File: src/rtl/psa_pkg.sv
package psa_pkg;

  // Strobes from the control section to the datapath.
  typedef struct packed {
    logic loadEn;   // seed the register this cycle
    logic stepEn;   // fold one word in this cycle
  } psaStrobes_t;

endpackage

File: src/rtl/psa_control.sv
module psa_control
  import psa_pkg::*;
#(
  parameter int CNT_W = 8
) (
  input  logic             clk,
  input  logic             rstN,
  input  logic             seedLoad,
  input  logic             stepStrobe,
  input  logic [CNT_W-1:0] wordCount,
  output psaStrobes_t      strobes,
  output logic             done
);

  logic [CNT_W-1:0] stepsLeft;
  logic             armed;
  logic             runOpen;

  // A run is open between a load and the last counted word.
  assign runOpen = armed && (stepsLeft != '0);

  // A load always wins; a step counts only inside an open run.
  always_comb begin
    strobes.loadEn = seedLoad;
    strobes.stepEn = !seedLoad && stepStrobe && runOpen;
  end

  always_ff @(posedge clk or negedge rstN) begin
    if (!rstN) begin
      stepsLeft <= '0;
      armed     <= 1'b0;
    end else if (strobes.loadEn) begin
      stepsLeft <= wordCount;
      armed     <= 1'b1;
    end else if (strobes.stepEn) begin
      stepsLeft <= stepsLeft - 1'b1;
    end
  end

  assign done = armed && (stepsLeft == '0);

endmodule

File: src/rtl/psa_datapath.sv
module psa_datapath
  import psa_pkg::*;
#(
  parameter int          W           = 16,
  parameter logic [15:0] POLY        = 16'h0805,
  parameter int          SEED_OFFSET = 2
) (
  input  logic        clk,
  input  logic        rstN,
  input  psaStrobes_t strobes,
  input  logic [W-1:0] startAddr,
  input  logic [W-1:0] dataWord,
  input  logic        eraseMode,
  input  logic [W-1:0] expected,
  input  logic        done,
  output logic [W-1:0] signature,
  output logic        match
);

  localparam logic [W-1:0] SEED_DELTA = W'(SEED_OFFSET);
  localparam logic [W-1:0] POLY_W     = W'(POLY);

  logic [W-1:0] seedValue;
  logic [W-1:0] foldWord;
  logic [W-1:0] polyMixed;
  logic [W-1:0] shifted;
  logic [W-1:0] nextSig;

  assign seedValue = startAddr - SEED_DELTA;
  assign foldWord  = eraseMode ? {W{1'b1}} : dataWord;
  assign polyMixed = signature ^ POLY_W;

  // Feedback branch: mix polynomial, shift, force bit 0 high.
  always_comb begin
    if (signature[W-1]) begin
      shifted = {polyMixed[W-2:0], 1'b1};
    end else begin
      shifted = {signature[W-2:0], 1'b0};
    end
    nextSig = shifted ^ foldWord;
  end

  always_ff @(posedge clk or negedge rstN) begin
    if (!rstN) begin
      signature <= '0;
    end else if (strobes.loadEn) begin
      signature <= seedValue;
    end else if (strobes.stepEn) begin
      signature <= nextSig;
    end
  end

  assign match = done && (signature == expected);

endmodule

File: src/rtl/psa_signature.sv
module psa_signature
  import psa_pkg::*;
#(
  parameter int          W           = 16,
  parameter int          CNT_W       = 8,
  parameter logic [15:0] POLY        = 16'h0805,
  parameter int          SEED_OFFSET = 2
) (
  input  logic             clk,
  input  logic             rstN,
  input  logic             seedLoad,
  input  logic [W-1:0]     startAddr,
  input  logic [CNT_W-1:0] wordCount,
  input  logic             stepStrobe,
  input  logic [W-1:0]     dataWord,
  input  logic             eraseMode,
  input  logic [W-1:0]     expected,
  output logic [W-1:0]     signature,
  output logic             done,
  output logic             match
);

  psaStrobes_t strobes;

  psa_control #(.CNT_W(CNT_W)) uCtrl (
    .clk       (clk),
    .rstN      (rstN),
    .seedLoad  (seedLoad),
    .stepStrobe(stepStrobe),
    .wordCount (wordCount),
    .strobes   (strobes),
    .done      (done)
  );

  psa_datapath #(.W(W), .POLY(POLY), .SEED_OFFSET(SEED_OFFSET)) uPath (
    .clk      (clk),
    .rstN     (rstN),
    .strobes  (strobes),
    .startAddr(startAddr),
    .dataWord (dataWord),
    .eraseMode(eraseMode),
    .expected (expected),
    .done     (done),
    .signature(signature),
    .match    (match)
  );

endmodule

File: config.mk
export PLATFORM = sky130hd
export DESIGN_NAME = psa_signature
export DESIGN_NICKNAME = d
export VERILOG_FILES = /design/src/rtl/psa_pkg.sv /design/src/rtl/psa_control.sv /design/src/rtl/psa_datapath.sv /design/src/rtl/psa_signature.sv
export SDC_FILE = /design/constraint.sdc
export NUM_CORES = 1
export LEC_CHECK = 0
export BUFFER_PORTS_ARGS = -buffer_cell sky130_fd_sc_hd__buf_2
export CAP_MARGIN = 20
export CORE_MARGIN = 4
export CORE_UTILIZATION = 35
export CTS_CLUSTER_SIZE = 24
export DETAILED_ROUTE_END_ITERATION = 16
export PLACE_DENSITY = 0.74
export SLEW_MARGIN = 20
export SYNTH_ARGS = -nofsm -noshare
export SYNTH_HDL_FRONTEND = slang
export SYNTH_SLANG_ARGS = --single-unit
File: constraint.sdc
create_clock -name clk -period 2.25 [get_ports clk]
set_clock_uncertainty 0.2 [all_clocks]
set_input_delay 0.1125 -clock clk [delete_from_list [all_inputs] [get_ports clk]]
set_output_delay 0.1125 -clock clk [all_outputs]
set_load 0.02 [all_outputs]
## Word-level counts from Yosys, hierarchy flattened

Index checks and enable logic that the tools add are counted.

- Reductions and logical operators: 9
- Add/sub/neg operators: 2
- Equal/unequal tests: 1
- Bitwise logic cells: 2
- Mux-type cells: 6

Operator list:

| kind | count |
|---|---|
| $mux W16 | 3 |
| $eq A16 B16 Y1 | 1 |
| $mux W8 | 2 |
| $sub A16 B2 Y16 const B | 1 |
| $xor A16 B16 Y16 | 1 |
| $mux W13 | 1 |
| $logic_not A8 Y1 | 1 |
| $reduce_bool A8 Y1 | 1 |
| $sub A8 B1 Y8 const B | 1 |
| $logic_and A1 B1 Y1 | 5 |
| $not A3 Y3 | 1 |
| $reduce_bool A2 Y1 | 1 |
| $logic_not A1 Y1 | 1 |

- Logic and storage cells: 23
- Flip-flop bits (word level): 25

## Longest topological paths before layout

Gate-level depths: netlist (run 1).

- Depth after elaboration: 5
- Gate-level depth with buffers: 7
- Gate-level depth less buffers: 6

## Hierarchy

A second synthesis (run 1) with hierarchy kept.

- Cell total of the unflattened synthesis: 230
- Area, all modules: 2018.2 µm²

By module, submodules not included:

| module | area an instance (µm²) | instances | cells an instance |
|---|---|---|---|
| psa_datapath | 1428.9 | 1 | 169 |
| psa_control | 589.3 | 1 | 61 |

## Worst setup path after synthesis (run 1)

Ideal clock, no wire load.

- Path kind: register to output
- From: register uCtrl.stepsLeft[0]
- To: output match
- Arrival: 1.895 ns
- Required time: 1.938 ns
- Buffers on the path: 0
- Cell stages (with the launch flop): 7
- Setup slack: 0.042 ns
- Cells stage by stage: dfrtp_1 > inv_1 > ha_1 > or3b_2 > nor2_1 > and2_1 > and4_1

- Cells in the longest elaborated chain, start to end: 3

Ends and longest elaborated chain:

| what | RTL line | source |
|---|---|---|
| start, declared | psa_control.sv:15 | `logic [CNT_W-1:0] stepsLeft;` |
| start signal, assigned | psa_control.sv:33 | `stepsLeft <= wordCount;` |
| start signal, assigned | psa_control.sv:36 | `stepsLeft <= stepsLeft - 1'b1;` |
| $logic_not A8 Y1 | psa_control.sv:40 | `assign done = armed && (stepsLeft == '0);` |
| $logic_and A1 B1 Y1 | psa_control.sv:40 |  |
| via done | psa_signature.sv:19 | `output logic done,` |
| $logic_and A1 B1 Y1 | psa_datapath.sv:53 | `assign match = done && (signature == expected);` |
| end, declared | psa_signature.sv:20 | `output logic match` |

The timed path passes the listed nets, and every way through them passes these cells.

## Worst setup path in the final report (run 1)

- From: register uCtrl.stepsLeft[0]
- To: output match

- Cells in the longest elaborated chain, start to end: 3

Ends and longest elaborated chain:

| what | RTL line |
|---|---|
| $logic_not A8 Y1 | psa_control.sv:40 |
| $logic_and A1 B1 Y1 | psa_control.sv:40 |
| $logic_and A1 B1 Y1 | psa_datapath.sv:53 |

No other way between the ends.

==> results of run 1 <==
layer usage:
| metal | global-route usage (%) | wire length (um) | vias up |
|---|---|---|---|
| met5 | 0 | 0 | - |
| met4 | 7.475 | 165 | 0 |
| met3 | 2.061 | 387 | 12 |
| met2 | 29.57 | 2894 | 75 |
| met1 | 24.46 | 2548 | 908 |
| li1 | - | - | 965 |
worst max-delay path, stage by stage, from the launching register on:
cell and delay [ns]:
dfrtp_1 0.40, inv_1 0.08, ha_1 0.14, or3b_4 0.41, nor2_4 0.10, and2_4 0.15
and4_1 0.17, buf_4 0.14
cell families after synthesis:
| group | after synthesis | synth area share [%] |
|---|---|---|
| AO/OA/AOI/OAI | 35 | 15.65 |
| multiplexers | 7 | 3.622 |
| flip-flops | 25 | 32.34 |
| adder cells (fa/ha/maj) | 3 | 1.941 |
| buffers and inverters | 16 | 3.363 |
| XOR/XNOR | 46 | 20.83 |
| AND/OR/NAND/NOR | 79 | 22.25 |
stage by stage:
stage	hold slack [ns]	util (%)	instances	setup WS (ns)	power [W]
6_report	0.005986	50.93	377	0.04804	0.001442
5_1_grt	0.02964	50.93	377	-0.05653	0.001531
4_1_cts	0.004097	50.81	377	0.004968	0.001451
3_5_place_dp	-0.04746	46.99	359	-0.01468	0.001133
3_3_place_gp	-0.04670	46.99	359	0.04167	0.001124
2_1_floorplan	-0.3831	-	211	0.04247	0.0009154
worst paths after layout:
path	startpoint	to	slack (ns)	cells past startpoint
max	uCtrl.stepsLeft[0]	match	0.05	7
min	seedLoad	uCtrl.stepsLeft[2]	0.006	2
max reg2reg	uCtrl.stepsLeft[0]	uPath.signature[8]	0.09	6
min reg2reg	uCtrl.armed	uCtrl.armed	0.34	1
max in group asynchronous	rstN	uPath.signature[8]	1.27	2
min in group asynchronous	rstN	uPath.signature[14]	0.17	2
final cells by class:
class | count | area share, %
flip-flops and latches | 25 | 23.45
clock buffers | 3 | 1.548
multi-input cells | 170 | 47.14
inverters | 5 | 0.7036
repair buffers | 103 | 23.55
well taps | 70 | 3.283
clock inverters | 1 | 0.3283
where the power goes:
part | switching (W) | total, W | leakage, nW | internal [W]
registers | 0.0000861 | 0.000595 | 0.294 | 0.000509
clock network | 0.000162 | 0.000292 | 0.0261 | 0.000130
logic | 0.000282 | 0.000554 | 0.853 | 0.000272
total | 0.000531 | 0.00144 | 1.17 | 0.000911
synth_stat cells (2+ instances only):
master / count
clkbuf_1: 9
xnor2_1: 29
o311a_1: 2
dfrtp_1: 25
nand4_1: 4
o22ai_1: 2
a31o_2: 2
or2_0: 2
nand2_1: 12
nor3_1: 7
o211ai_1: 3
a221o_1: 9
a22oi_1: 2
nor4_1: 4
nor2_1: 24
nand3_1: 4
ha_1: 3
o221ai_1: 3
and3_1: 5
nand3b_1: 2
nand4b_1: 2
inv_1: 5
nand2b_1: 2
xor2_1: 17
or3b_2: 2
mux2i_1: 7
o311ai_0: 3
timing repair:
item / 4_1_cts / 5_1_grt
setup buffers: 0 / 0
hold buffers: 14 / 0
hold endpoints to repair: 37 / 0
resized for setup: 4 / 4
endpoints found under the setup margin: 7 / 5
sequential cells by signal, summed over array words and instances, names as in the netlist:
| name | cells |
|---|---|
| uCtrl.stepsLeft | 8 |
| uCtrl.armed | 1 |
| uPath.signature | 16 |
cell usage in the layout (no fill, tap or decap), types with 5 or more instances in the layout:
cell / synthesis / final
a221o_1: 9 / 9
and3_1: 5 / 5
buf_2: 1 / 77
buf_4: 1 / 11
dfrtp_1: 25 / 25
dlygate4sd3_1: 0 / 14
mux2i_1: 7 / 7
nand2_1: 12 / 12
nor2_1: 24 / 23
nor3_1: 7 / 7
xnor2_1: 29 / 29
xor2_1: 17 / 17
==> flow_metrics.py, run 1 <==
metrics = {
    "die": {
        "fp.dieH_um": 82.34,
        "initial_utilization_pct": 36.93,
        "num_rows": 26,
        "die_width_um": 82.34,
        "core-area_um2": 5238,
        "io_pins": 79,
        "die_area_um2": 6780,
    },
    "global_routing": {
        "grt.overflow.total": 0,
        "antenna_found_initial": 0,
        "grt_pass1_vias": 1955,
        "grt_start_max_net_pins": 26,
        "grt_pass1_wl_um": 9335,
        "grt_use_total_pct": 18.20,
    },
    "routing": {
        "viasPerCell": 5.199,
        "drcViolationCount": 0,
        "wl_um": 5996,
        "avgRoutedWirePerCell_um": 15.90,
        "drt_iter0_markers": 92,
        "vias": 1960,
        "ant_nets": 0,
        "dr.pass1.iters": 4,
    },
    "logic_synthesis": {
        "syn_inst": 211,
        "ys_top_cells_by_area": "dfrtp_1 (32%), xnor2_1 (13%), xor2_1 (7.7%)",
        "ys.flop_type": "dfrtp_1",
        "ys_seq_area_share_pct": 32.34,
        "syn_nets": 275,
        "ys_seq_elements": 25,
        "synth_top_area_share_pct": 32.34,
        "synth_top_area_cell": "dfrtp_1",
        "yosysWarningCount": 0,
        "synth_edf_count": 0,
        "syn_area_um2": 1934,
        "yosysUniqueCellTypes": 47,
        "async_flop_share_pct": 100.0,
        "syn_area_per_cell_um2": 9.168,
    },
    "timing": {
        "timing.final.crit_share_pct": 97.86,
        "max-slew-margin-rel_pct": 55.22,
        "setup_viol": 0,
        "rsz0062_at_grt": "true",
        "max_freq_ghz": 0.4541,
        "maxSlewViolCount": 0,
        "tns_ns": 0,
        "fin_crit_ns": 2.202,
        "hold_violations": 0,
        "worst_slew_pin_slew_ns": 0.6709,
    },
    "clock_tree": {
        "cts_tree": "built",
        "clock_path_buffers": 2,
        "cts.clk_slew.worst_paths_ns": 0.10,
        "cts_num_sinks": 25,
        "cts-root-buf": "clkbuf_8",
        "htree_levels": 1,
        "tritoncts.num_buffers": 3,
        "clk_latency_ns": 0.28,
    },
    "setup_path": {
        "cp.arrival_ns": 1.89,
        "endpoint_kind": "output port",
        "path_class": "flop to output port",
        "startpoint_type": "flop",
        "worstPathRequired_ns": 1.94,
        "crit_fanout": 4,
    },
    "outcome": {
        "status": "completed",
    },
    "placement": {
        "place_area_um2": 2461,
        "dpl.hpwl_um": 4681,
        "place.port_buffers": 78,
        "place.gp.congestion": 0.8967,
    },
    "pwr": {
        "powerDensity_nw_per_um2": 540.5,
        "vdd_drop_max_mv": 0.3497,
        "power_leakage_nw": 1.173,
    },
    "finish": {
        "regArea_um2": 625.6,
        "layout-drive-gt1-share_pct": 34.20,
        "num-fill-cells": 494,
        "nets": 372,
        "area_delta_synth_final_pct": 37.90,
        "antenna_cells": 0,
        "multi_input_area_um2": 1257,
        "postLayoutCellArea_um2": 2668,
    },
    "worst_hold_path": {
        "hold_path.class": "primary input to flop",
    },
    "flow_run": {
        "maxCapViolCount": 0,
    },
}
Power figures use the tool's default switching activity.
==> run 2, diff against run 1 <==
CORE_ASPECT_RATIO = 2   (was unset)
==> flow_metrics.py, run 2 (same netlist as run 1, synthesis figures left out) <==
metrics = {
    "timing": {
        "setup_slack_ns": 0.03932,
        "timing.final.crit_share_pct": 98.25,
        "maxSlewViolCount": 0,
        "rsz0062_at_grt": "true",
        "hold_violations": 1,
        "worst_slew_pin_slew_ns": 0.6117,
        "max_freq_ghz": 0.4523,
        "setup_viol": 0,
        "hold_ws_ns": -0.005083,
        "fin_crit_ns": 2.211,
        "max-slew-margin-rel_pct": 59.18,
    },
    "finish": {
        "reg_top3": "uPath.signature x16, uCtrl.stepsLeft x8, uCtrl.armed x1",
        "layout-drive-gt1-share_pct": 33.44,
        "area_delta_synth_final_pct": 36.03,
        "layout_common_cells": "buf_2 (77), xnor2_1 (29), dfrtp_1 (25)",
        "postLayoutCellArea_um2": 2631,
        "antenna_cells": 0,
        "layout_commonest_cell": "buf_2",
        "fin_cells": 365,
        "largest_register_ffs": 16,
        "nets": 370,
        "top_register": "uPath.signature",
    },
    "global_routing": {
        "grt.overflow.total": 0,
        "grt_use_total_pct": 18.59,
        "antenna_found_initial": 0,
        "grt_pass1_vias": 2027,
        "grt_pass1_wl_um": 9673,
        "grt_start_max_net_pins": 26,
    },
    "worst_hold_path": {
        "hold_path.class": "primary input to flop",
    },
    "placement": {
        "place.port_buffers": 78,
        "place_area_um2": 2441,
        "place.gp.congestion": 0.8600,
        "dp.cells": 348,
        "dpl.hpwl_um": 4883,
        "dpl_worst_slack_ns": 0.03877,
    },
    "setup_path": {
        "slowest_delay_ns": 0.60,
        "cp.arrival_ns": 1.90,
        "path_class": "flop to output port",
        "worst-path-buf-inv": 1,
        "startpoint_type": "flop",
        "crit_fanout": 5,
        "worstPathRequired_ns": 1.94,
        "critPathTopFamily": "simple AND/OR/NAND/NOR gates",
        "path_cells": "or4_4 -> nor2_4 -> and2_4 -> and4_1 -> buf_4",
        "cp_slowest_cell": "or4_4",
        "endpoint_kind": "output port",
    },
    "routing": {
        "drt_iter0_markers": 37,
        "vias": 1996,
        "wl_um": 6028,
        "ant_nets": 0,
        "avgRoutedWirePerCell_um": 16.52,
        "drcViolationCount": 0,
        "dr.pass1.iters": 4,
        "viasPerCell": 5.468,
    },
    "clock_tree": {
        "cts_tree": "built",
        "cts-root-buf": "clkbuf_8",
        "clock_path_buffers": 2,
        "cts_num_sinks": 25,
        "tritoncts.num_buffers": 3,
        "clk_latency_ns": 0.27,
        "htree_levels": 1,
        "cts.clk_slew.worst_paths_ns": 0.09,
    },
    "die": {
        "core-area_um2": 5373,
        "initial_utilization_pct": 36.00,
        "num_rows": 38,
        "fp.dieH_um": 113.1,
        "io_pins": 79,
        "die_area_um2": 6852,
        "die_width_um": 60.57,
    },
    "pwr": {
        "sequentialPowerShare_pct": 42.2,
        "totalPowerFinal_w": 0.001420,
        "clkPwrFrac_pct": 19.4,
        "combPwrFrac_pct": 38.4,
        "p_int_w": 0.0009044,
        "power.net_switching_w": 0.0005157,
        "power_leakage_nw": 1.161,
        "vdd_drop_max_mv": 0.4149,
        "powerDensity_nw_per_um2": 539.7,
        "swShare_pct": 36.31,
    },
    "flow_run": {
        "maxCapViolCount": 0,
    },
    "outcome": {
        "status": "finished with violations",
        "violations": "hold timing",
    },
}
[run 2: changes by cell type in the layout (fill, tap and decap cells not counted)]
cell / previous run / this run
clkbuf_1: 0 / 1
inv_6: 1 / 0
o21a_1: 0 / 1
o21a_2: 1 / 0
dlygate4sd3_1: 14 / 13
buf_4: 11 / 10
[run 2: worst paths after layout]
| check | start | endpoint | slack, ns | cells past startpoint |
|---|---|---|---|---|
| worst max-delay path | uCtrl.stepsLeft[5] | match | 0.04 | 5 |
| worst min-delay path | startAddr[11] | uPath.signature[11] | -0.005 | 3 |
| worst max register to register | uCtrl.stepsLeft[0] | uCtrl.stepsLeft[6] | 0.05 | 7 |
| worst min register to register | uCtrl.armed | uCtrl.armed | 0.35 | 1 |
| max in group asynchronous | rstN | uCtrl.stepsLeft[7] | 1.30 | 2 |
| min in group asynchronous | rstN | uPath.signature[8] | 0.17 | 2 |
[run 2: power by group through the flow]
stage | clock, W | sequential (W) | combinational, W
2_1_floorplan | 0 | 0.000634 | 0.000281
3_3_place_gp | 0 | 0.000606 | 0.000516
3_5_place_dp | 0 | 0.000607 | 0.000524
4_1_cts | 0.000276 | 0.000599 | 0.000546
5_1_grt | 0.000298 | 0.000612 | 0.000598
6_report | 0.000275 | 0.000600 | 0.000545
[run 2: through the flow]
stage | util [%] | TNS [ns]
6_report | 48.98 | 0
5_1_grt | 48.98 | -0.06715
4_1_cts | 48.84 | 0
3_5_place_dp | 45.44 | 0
3_3_place_gp | 45.44 | 0
2_1_floorplan | - | 0
[run 2: cell type report]
class,instances,area (um2)
sequential,25,625.6
inverter,5,18.77
multi-input combinational,170,1256
fill,548,2741
clock buffer,4,45.04
timing repair buffer,101,610.6
tap,60,75.07
[run 2: worst register-to-register path: cells and delay by family (launching register included)]
| kind | cells | cell delay [ns] |
|---|---|---|
| DFF | 1 | 0.40 |
| and+or+nand+nor | 2 | 0.70 |
| buffers and inverters | 2 | 0.20 |
| adders and majority gates | 1 | 0.16 |
| AOI/OAI and AO/OA | 1 | 0.30 |
| muxes | 1 | 0.13 |
[run 2: routing by layer]
layer / up-vias / share of wire [%] / track usage [%]
li1: 959 / - / -
met1: 955 / 35 / 21.75
met2: 67 / 57 / 32.88
met3: 15 / 4.9 / 1.598
met4: 0 / 3.6 / 7.959
met5: - / 0 / 0
[run 2: repair_timing]
item	CTS	global route
endpoints found under the setup margin	1	3
hold buffers	13	0
pin swaps	0	0
resized for setup	3	4
gates cloned	0	0
setup buffers	0	0
endpoints found under the hold margin	37	0
==> run 3, diff against run 2 <==
CORE_ASPECT_RATIO = 1.1   (was 2)
==> flow_metrics.py, run 3 (same netlist as run 1, synthesis figures left out) <==
metrics = {
    "timing": {
        "hold_violations": 0,
        "maxSlewViolCount": 0,
        "timing.final.crit_share_pct": 100.1,
        "setup_viol": 1,
        "max_freq_ghz": 0.4439,
        "max-slew-margin-rel_pct": 59.99,
        "rsz0062_at_grt": "true",
        "worst_slew_pin_slew_ns": 0.6002,
        "hold_ws_ns": 0.01606,
        "fin_crit_ns": 2.253,
        "setup_slack_ns": -0.002924,
    },
    "die": {
        "fp.dieH_um": 85.97,
        "initial_utilization_pct": 36.09,
        "die_width_um": 78.88,
        "io_pins": 79,
        "core-area_um2": 5360,
        "num_rows": 28,
        "die_area_um2": 6781,
    },
    "routing": {
        "vias": 2042,
        "drcViolationCount": 0,
        "drt_iter0_markers": 105,
        "ant_nets": 0,
        "wl_um": 6155,
        "avgRoutedWirePerCell_um": 15.70,
        "viasPerCell": 5.209,
        "dr.pass1.iters": 4,
    },
    "worst_hold_path": {
        "min_path_cells": 3,
        "hp-start": "startAddr[15]",
        "hold_path.class": "primary input to flop",
    },
    "finish": {
        "reg_top3": "uPath.signature x16, uCtrl.stepsLeft x8, uCtrl.armed x1",
        "layout_commonest_cell": "buf_2",
        "post-route-util_pct": 51.87,
        "num-fill-cells": 484,
        "largest_register_ffs": 16,
        "antenna_cells": 0,
        "area_delta_synth_final_pct": 43.73,
        "layout_common_cells": "buf_2 (76), xnor2_1 (29), dfrtp_1 (25)",
        "nets": 382,
        "top_register": "uPath.signature",
        "postLayoutCellArea_um2": 2780,
        "layout-drive-gt1-share_pct": 36.91,
    },
    "setup_path": {
        "worstRegToRegCells": 9,
        "worstSetupStartpoint": "uCtrl.stepsLeft[0]",
        "rr_startpoint": "uCtrl.stepsLeft[0]",
        "crit_fanout": 2,
        "endpoint_kind": "output port",
        "path_class": "flop to output port",
        "worstPathRequired_ns": 1.94,
        "startpoint_type": "flop",
        "cp.arrival_ns": 1.94,
    },
    "placement": {
        "dpl_worst_slack_ns": 0.02137,
        "place.port_buffers": 78,
        "dpl.hpwl_um": 4683,
        "place_area_um2": 2482,
        "place.gp.congestion": 0.8642,
    },
    "pwr": {
        "power_leakage_nw": 1.225,
        "totalPowerFinal_w": 0.001467,
        "vdd_drop_max_mv": 0.2296,
        "powerDensity_nw_per_um2": 527.8,
    },
    "global_routing": {
        "grt_pass1_vias": 2072,
        "grt_use_total_pct": 18.48,
        "grt_start_max_net_pins": 26,
        "grt.overflow.total": 0,
        "grt_pass1_wl_um": 9846,
        "antenna_found_initial": 0,
    },
    "clock_tree": {
        "htree_levels": 1,
        "tritoncts.num_buffers": 3,
        "cts.clk_slew.worst_paths_ns": 0.09,
        "cts_tree": "built",
        "clk_latency_ns": 0.28,
        "clock_path_buffers": 2,
        "cts_num_sinks": 25,
        "cts-root-buf": "clkbuf_8",
    },
    "outcome": {
        "violations": "setup timing",
        "status": "finished with violations",
    },
    "flow_run": {
        "maxCapViolCount": 0,
    },
}
[run 3: cell types whose count changed in the layout (fill, tap and decap cells not counted), sizes merged]
cell and change:
dlygate4sd3 +2, buf +10
[run 3: layout make-up]
cell class	count	area, um2	share of cell area, %
flip-flops and latches	25	625.6	22.50
inverters	5	18.77	0.6751
well taps	75	93.84	3.375
repair buffers	113	715.7	25.74
multi-input cells	170	1281	46.08
clock buffers	4	45.04	1.620
[run 3: worst paths after layout]
kind,to,slack (ns)
max in group asynchronous,uPath.signature[13],1.29
min,uPath.signature[15],0.02
max reg2reg,uPath.signature[4],0.04
max,match,-0.003
min in group asynchronous,uCtrl.stepsLeft[0],0.17
min reg2reg,uCtrl.armed,0.33
[run 3: where the power goes]
group	switching (W)	internal, W
logic	0.000289	0.000298
registers	0.0000900	0.000509
clock network	0.000155	0.000127
[run 3: routing by layer]
| metal | vias to the layer above | share of wire (%) | GRT usage [%] |
|---|---|---|---|
| met4 | 0 | 2.5 | 7.969 |
| li1 | 987 | - | - |
| met5 | - | 0 | 0 |
| met3 | 11 | 5.2 | 2.101 |
| met2 | 64 | 51 | 32.74 |
| met1 | 980 | 42 | 22.54 |
[run 3: stage by stage]
step	std cells	TNS (ns)
2_1_floorplan	211	0
3_3_place_gp	366	0
3_5_place_dp	366	0
4_1_cts	390	0
5_1_grt	392	-0.1171
6_report	392	-0.002924
[run 3: timing repair]
| item | in CTS | in global routing |
|---|---|---|
| resized for setup | 9 | 9 |
| buffers inserted | 5 | 2 |
| hold buffers | 15 | 0 |
| hold endpoints to repair | 39 | 0 |
| pin swaps | 0 | 1 |
| endpoints found under the setup margin | 2 | 11 |
| gates cloned | 0 | 0 |
[run 3: critical path, stage by stage (launching register included)]
cell and delay [ns]:
dfrtp_1 0.41, inv_2 0.07, ha_1 0.12, or3b_4 0.37, buf_6 0.13, nor2_4 0.08
and2_4 0.15, and4_4 0.21, buf_6 0.11
